**config.mk**
```make
export PLATFORM = sky130hd
export DESIGN_NAME = dbg_mode_ctrl
export DESIGN_NICKNAME = d
export VERILOG_FILES = /design/src/rtl/dbgm_pkg.sv /design/src/rtl/dbgm_event_decode.sv /design/src/rtl/dbgm_wait_fsm.sv /design/src/rtl/dbgm_status_out.sv /design/src/rtl/dbg_mode_ctrl.sv
export SDC_FILE = /design/constraint.sdc
export NUM_CORES = 1
export LEC_CHECK = 0
export ABC_AREA = 1
export BUFFER_PORTS_ARGS = -buffer_cell sky130_fd_sc_hd__buf_4
export CORE_AREA = 2 2 39 41
export DETAILED_ROUTE_END_ITERATION = 8
export DIE_AREA = 0 0 41 43
export PLACE_DENSITY = 0.52
export RECOVER_POWER = 50
export SLEW_MARGIN = 20
export SYNTH_ARGS = -nofsm -noshare
export SYNTH_HDL_FRONTEND = slang
export SYNTH_SLANG_ARGS = --single-unit
```
**constraint.sdc**
```tcl
create_clock -name clk -period 1.5 [get_ports clk]
set_clock_uncertainty 0.1 [all_clocks]
set_input_delay 0.45 -clock clk [delete_from_list [all_inputs] [get_ports clk]]
set_output_delay 0.45 -clock clk [all_outputs]
set_load 0.02 [all_outputs]
```
**src/rtl/dbgm_pkg.sv**
```systemverilog
// Package: shared state encoding of the debug mode controller.
// The state code doubles as the externally visible status code.
package dbgm_pkg;
    localparam int STATUS_W = 2;

    typedef enum logic [STATUS_W-1:0] {
        ST_RUN    = 2'b00,
        ST_FROZEN = 2'b01,
        ST_SERVE  = 2'b10,
        ST_STEP   = 2'b11
    } dbgm_state_e;
endpackage

```
**src/rtl/dbgm_event_decode.sv**
```systemverilog
// Module: classifies each debug event against the mode-enable bits.
// Produces registered one-cycle interrupt-request and trace pulses, plus a
// combinational "wait hit" that the state machine samples at the same edge.
// Assumes dbg_event is a single-cycle pulse synchronous to clk.
module dbgm_event_decode (
    input  logic clk,
    input  logic rst_n,
    input  logic int_dbg_en,
    input  logic ext_dbg_en,
    input  logic dbg_irq_en,
    input  logic dwait_en,
    input  logic port_wait_ok,
    input  logic dbg_event,
    output logic wait_hit,
    output logic irq_pulse,
    output logic trace_pulse
);
    logic no_stop_mode;
    logic irq_hit;
    logic trace_hit;

    // Classify the current event against the enables.
    always_comb begin
        no_stop_mode = !int_dbg_en && !ext_dbg_en;
        irq_hit      = dbg_event && ext_dbg_en && dbg_irq_en;
        wait_hit     = dbg_event && no_stop_mode && dwait_en && port_wait_ok;
        trace_hit    = dbg_event && no_stop_mode && !dwait_en;
    end

    // Register the interrupt and trace pulses.
    always_ff @(posedge clk) begin
        if (!rst_n) begin
            irq_pulse   <= 1'b0;
            trace_pulse <= 1'b0;
        end else begin
            irq_pulse   <= irq_hit;
            trace_pulse <= trace_hit;
        end
    end

    p_irq_needs_edm_r1: assert property (@(posedge clk) disable iff (!rst_n)
        irq_pulse |-> ($past(ext_dbg_en) && $past(dbg_irq_en)));
    p_trace_blocked_r5: assert property (@(posedge clk) disable iff (!rst_n)
        trace_pulse |-> !($past(int_dbg_en) || $past(ext_dbg_en) || $past(dwait_en)));
    p_pulse_exclusive_r4: assert property (@(posedge clk) disable iff (!rst_n)
        !(irq_pulse && trace_pulse));
endmodule

```
**src/rtl/dbgm_wait_fsm.sv**
```systemverilog
// Module: debug-wait state machine (running, frozen, servicing, stepping).
// Interrupts take priority over debug-port commands while frozen. A step that
// collides with an interrupt is held until the state is frozen again.
// Assumes the commands and strobes are synchronous to clk.
module dbgm_wait_fsm
    import dbgm_pkg::*;
(
    input  logic        clk,
    input  logic        rst_n,
    input  logic        wait_hit,
    input  logic        ext_irq,
    input  logic        irq_return,
    input  logic        cmd_stop,
    input  logic        cmd_run,
    input  logic        cmd_step,
    input  logic        insn_done,
    output dbgm_state_e state
);
    dbgm_state_e state_nxt;
    logic        step_held;
    logic        step_held_nxt;

    // Next-state and held-step decision.
    always_comb begin
        state_nxt     = state;
        step_held_nxt = step_held;
        unique case (state)
            ST_RUN: begin
                if (wait_hit) state_nxt = ST_FROZEN;
            end
            ST_FROZEN: begin
                if (ext_irq) begin
                    state_nxt     = ST_SERVE;
                    step_held_nxt = step_held || cmd_step;
                end else if (cmd_run) begin
                    state_nxt     = ST_RUN;
                    step_held_nxt = 1'b0;
                end else if (cmd_step || step_held) begin
                    state_nxt     = ST_STEP;
                    step_held_nxt = 1'b0;
                end
            end
            ST_SERVE: begin
                if (irq_return) state_nxt = ST_FROZEN;
            end
            ST_STEP: begin
                if (insn_done || cmd_stop) state_nxt = ST_FROZEN;
            end
            default: state_nxt = ST_RUN;
        endcase
    end

    // State and held-step registers.
    always_ff @(posedge clk) begin
        if (!rst_n) begin
            state     <= ST_RUN;
            step_held <= 1'b0;
        end else begin
            state     <= state_nxt;
            step_held <= step_held_nxt;
        end
    end

    p_return_refreezes_r3: assert property (@(posedge clk) disable iff (!rst_n)
        (state == ST_SERVE && irq_return) |=> (state == ST_FROZEN));
    p_step_refreezes_r6: assert property (@(posedge clk) disable iff (!rst_n)
        (state == ST_STEP && insn_done) |=> (state == ST_FROZEN));
    p_irq_beats_step_r9: assert property (@(posedge clk) disable iff (!rst_n)
        (state == ST_FROZEN && ext_irq && cmd_step) |=> (state == ST_SERVE));
    p_run_cmd_ignored_r12: assert property (@(posedge clk) disable iff (!rst_n)
        (state == ST_RUN && !wait_hit) |=> (state == ST_RUN));
    p_held_only_when_served_r9: assert property (@(posedge clk) disable iff (!rst_n)
        step_held |-> (state == ST_SERVE || state == ST_FROZEN));
endmodule

```
**src/rtl/dbgm_status_out.sv**
```systemverilog
// Module: turns the controller state into freeze, grant and status outputs.
// Purely combinational. Assumes the state input comes from a register.
module dbgm_status_out
    import dbgm_pkg::*;
(
    input  dbgm_state_e         state,
    output logic                core_freeze,
    output logic                irq_grant,
    output logic [STATUS_W-1:0] status
);
    // Decode the state into the core-facing controls.
    always_comb begin
        core_freeze = (state == ST_FROZEN);
        irq_grant   = (state == ST_SERVE);
        status      = state;
    end
endmodule

```
**src/rtl/dbg_mode_ctrl.sv**
```systemverilog
// Module: top of the debug mode controller.
// Combines event classification, the debug-wait state machine and the output
// decode. All inputs are synchronous to clk. rst_n is synchronous, active low.
module dbg_mode_ctrl
    import dbgm_pkg::*;
(
    input  logic                clk,
    input  logic                rst_n,
    input  logic                int_dbg_en,
    input  logic                ext_dbg_en,
    input  logic                dbg_irq_en,
    input  logic                dwait_en,
    input  logic                port_wait_ok,
    input  logic                dbg_event,
    input  logic                ext_irq,
    input  logic                irq_return,
    input  logic                cmd_stop,
    input  logic                cmd_run,
    input  logic                cmd_step,
    input  logic                insn_done,
    output logic                core_freeze,
    output logic                dbg_irq_req,
    output logic                irq_grant,
    output logic                trace_trig,
    output logic [STATUS_W-1:0] status
);
    logic        wait_hit;
    dbgm_state_e state;

    dbgm_event_decode u_decode (
        .clk          (clk),
        .rst_n        (rst_n),
        .int_dbg_en   (int_dbg_en),
        .ext_dbg_en   (ext_dbg_en),
        .dbg_irq_en   (dbg_irq_en),
        .dwait_en     (dwait_en),
        .port_wait_ok (port_wait_ok),
        .dbg_event    (dbg_event),
        .wait_hit     (wait_hit),
        .irq_pulse    (dbg_irq_req),
        .trace_pulse  (trace_trig)
    );

    dbgm_wait_fsm u_fsm (
        .clk        (clk),
        .rst_n      (rst_n),
        .wait_hit   (wait_hit),
        .ext_irq    (ext_irq),
        .irq_return (irq_return),
        .cmd_stop   (cmd_stop),
        .cmd_run    (cmd_run),
        .cmd_step   (cmd_step),
        .insn_done  (insn_done),
        .state      (state)
    );

    dbgm_status_out u_out (
        .state       (state),
        .core_freeze (core_freeze),
        .irq_grant   (irq_grant),
        .status      (status)
    );

    p_one_role_r10: assert property (@(posedge clk) disable iff (!rst_n)
        $onehot0({core_freeze, irq_grant}));
    p_freeze_from_wait_r2: assert property (@(posedge clk) disable iff (!rst_n)
        $rose(core_freeze) |-> ($past(status) != 2'b00 || $past(dwait_en)));
    p_run_unfreezes_r7: assert property (@(posedge clk) disable iff (!rst_n)
        (core_freeze && cmd_run && !ext_irq) |=> (status == 2'b00));
    p_stop_in_frozen_r8: assert property (@(posedge clk) disable iff (!rst_n)
        (core_freeze && cmd_stop && !ext_irq && !cmd_run && !cmd_step) |=> core_freeze || (status == 2'b11));
endmodule

```
==> flow_metrics.env <==
export IMPL_multi_input_area_um2=170.2
export IMPL_gp_congestion=0.6993
export IMPL_fillers=166
export IMPL_setup_tns_ns=0
export IMPL_wirelength_um=746
export IMPL_cp_arrival_ns=0.89
export IMPL_synth_enable_flop_cells=0
export IMPL_ctsLongestPathBuffers=2
export IMPL_synthDistinctLibCells=15
export IMPL_crit_path_end="core_freeze"
export IMPL_avgSynthCellArea_um2=6.412
export IMPL_track_usage_pct=10.14
export IMPL_grt_pass1_vias=340
export IMPL_crit_reg2reg_launch="u_fsm.state[0]"
export IMPL_synth_largest_area_cell="dfxtp_1"
export IMPL_utilization_pct=36.26
export IMPL_wl_per_cell_um=8.477
export IMPL_regToRegSetupSlack_ns=0.31
export IMPL_via_count=366
export IMPL_grt_ovfl_total=0
export IMPL_drive_above_1_share_pct=43.06
export IMPL_rsz0062_at_grt="false"
export IMPL_cp_startpoint="u_fsm.state[0]"
export IMPL_initial_core_util_pct=22.24
export IMPL_total_leakage_power_nw=0.2467
export IMPL_ys_warn_count=0
export IMPL_port_buffers=19
export IMPL_layout_area_seq_um2=105.1
export IMPL_synth_seq_cells=5
export IMPL_drc=0
export IMPL_dieWidth_um=41
export IMPL_root_buffer="clkbuf_4"
export IMPL_clock_latency_ns=0.24
export IMPL_max_slew_margin_rel_pct=83.83
export IMPL_antenna_found_initial=0
export IMPL_required_ns=0.95
export IMPL_outcome="finished clean"
export IMPL_num_io_pins=20
export IMPL_ir_drop_mv=0.2367
export IMPL_power_density_mw_per_mm2=684.8
export IMPL_startpoint_type="register"
export IMPL_async_flop_share_pct=0
export IMPL_core_rowCount=14
export IMPL_hold_viol=0
export IMPL_setup_violations=0
export IMPL_maxCapViolCount=0
export IMPL_syn_cell_area_um2=307.8
export IMPL_syn_num_nets=62
export IMPL_reg2regPathDepth=8
export IMPL_path_clk_slew_ns=0.04
export IMPL_coreArea_mm2=0.001384
export IMPL_period_share_pct=96.30
export IMPL_n_antenna_cell=0
export IMPL_yosys_top_cells_count="inv_1 (9), nor2_1 (9), nand2_1 (7)"
export IMPL_grt_pass1_wl_mm=1.200
export IMPL_finalCriticalPeriod_ns=1.445
export IMPL_grt_max_degree=7
export IMPL_crit_path_max_fanout=4
export IMPL_timing_rr_end="u_fsm.state[0]"
export IMPL_cts_buffers=3
export IMPL_worst_slew_pin_slew_ns=0.2435
export IMPL_fin_nets=87
export IMPL_synth_area_leaders="dfxtp_1 (33%), inv_1 (11%), nor2_1 (11%), nand2_1 (8.5%), nand3_1 (8.1%)"
export IMPL_ys_seq_area_share_pct=32.52
export IMPL_fmax_mhz=692.3
export IMPL_drt_pass1_iter_count=2
export IMPL_via_per_inst=4.159
export IMPL_h_tree_depth=1
export IMPL_worst_path_max_delay_cell="dfxtp_2"
export IMPL_cp_end_kind="output pin"
export IMPL_dieArea_mm2=0.001763
export IMPL_slew_violations=0
export IMPL_hp_class="input port to register"
export IMPL_clkSinkCount=5
export IMPL_cts_tree="built"
export IMPL_place_hpwl_um=625.1
export IMPL_drtIter0Drc=4
export IMPL_synthToLayoutAreaGrowth_pct=63.01
export IMPL_synth_top_cell_area_share_pct=32.52
export IMPL_syn_inst=48
export IMPL_worstSetupPathType="register to output pin"
export IMPL_die_h_um=43
export IMPL_cpPeakStageDelay_ns=0.35
export IMPL_post_cts_buffers=0
export IMPL_cp_cell_sequence="inv_2 -> nor2_4 -> buf_4"
export IMPL_synth_ff_type="dfxtp_1"
export IMPL_ant_nets=0
==> where the power goes <==
part           internal [mW]  switching (mW)  total (mW)
sequential             0.134         0.00149       0.136
combinational         0.0307          0.0245      0.0552
clock                  0.100          0.0521       0.152
==> stage by stage <==
stage | power [mW] | cells | instance area (um^2) | hold WS, ns | setup slack (ns)
3_5_place_dp | 0.1972 | 84 | 478.0 | 0.3714 | 0.1904
3_3_place_gp | 0.1970 | 84 | 478.0 | 0.3755 | 0.2220
6_report | 0.3436 | 88 | 501.7 | 0.2734 | 0.05546
4_1_cts | 0.3546 | 88 | 506.7 | 0.2679 | 0.02237
2_1_floorplan | 0.1609 | 48 | 307.8 | 0.3491 | 0.03346
5_1_grt | 0.3682 | 88 | 501.7 | 0.2766 | 0.002967
==> routing by layer <==
layer | GRT usage, % | part of all wire [%] | up-vias
met5 | 0 | 0 | -
met4 | 8.000 | 0 | 0
met3 | 1.571 | 7.1 | 0
met2 | 16.56 | 54 | 13
met1 | 10.61 | 39 | 157
li1 | - | - | 196
==> timing repair <==
item | in CTS | in global routing
setup endpoints to repair | 2 | 1
resized for setup | 2 | 2
gates cloned | 0 | 0
hold buffers | 0 | 0
pin swaps | 0 | 1
==> sequential cells by signal, indices dropped and copies added (netlist names) <==
name                  cells
u_decode.irq_pulse        1
u_decode.trace_pulse      1
u_fsm.step_held           1
u_fsm.state               2
==> layout by cell type, fill, tap and decap left out <==
cell type	n
buf_4	17
dfxtp_4	1
clkbuf_4	4
o21ai_1	1
dfxtp_1	3
o21ai_0	1
inv_1	8
nand2_1	7
a211oi_1	1
inv_2	2
nor2_1	9
a21oi_2	1
nand3b_1	1
nand3_1	5
nand2_2	2
clkbuf_1	3
nor2_4	2
nor2_2	1
a21oi_1	2
dfxtp_2	1
==> worst max-delay path, delay by kind of cell, from the launching register on <==
kind,cells,cell delay [ns]
flops,1,0.35
buf+inv,2,0.21
simple gates,1,0.10
==> worst min path at each step <==
stage                               start              endpoint  slack (ns)  cells after the start
final                            dwait_en  u_decode.trace_pulse        0.27                      2
after floorplan           u_fsm.step_held       u_fsm.step_held        0.35                      2
after global routing             dwait_en  u_decode.trace_pulse        0.28                      2
after global placement    u_fsm.step_held       u_fsm.step_held        0.38                      2
after CTS                        dwait_en  u_decode.trace_pulse        0.27                      2
after detailed placement  u_fsm.step_held       u_fsm.step_held        0.37                      2
==> final cells by class <==
type                    instances  share of cell area, %
multi-input cells              33                  33.92
repair buffers                 20                  28.43
flip-flops and latches          5                  20.95
inverters                      10                  7.481
clock buffers                   4                  5.237
well taps                      16                  3.990
==> cells by family (layout without fill, tap and decap cells) <==
logic type	count (synthesis)	after routing	synth area share, %
flip-flops	5	5	32.52
AND/OR/NAND/NOR	27	27	43.50
buffers and inverters	10	34	12.19
AO/OA/AOI/OAI	6	6	11.79
Note: power is estimated with default switching activity, not from simulation.
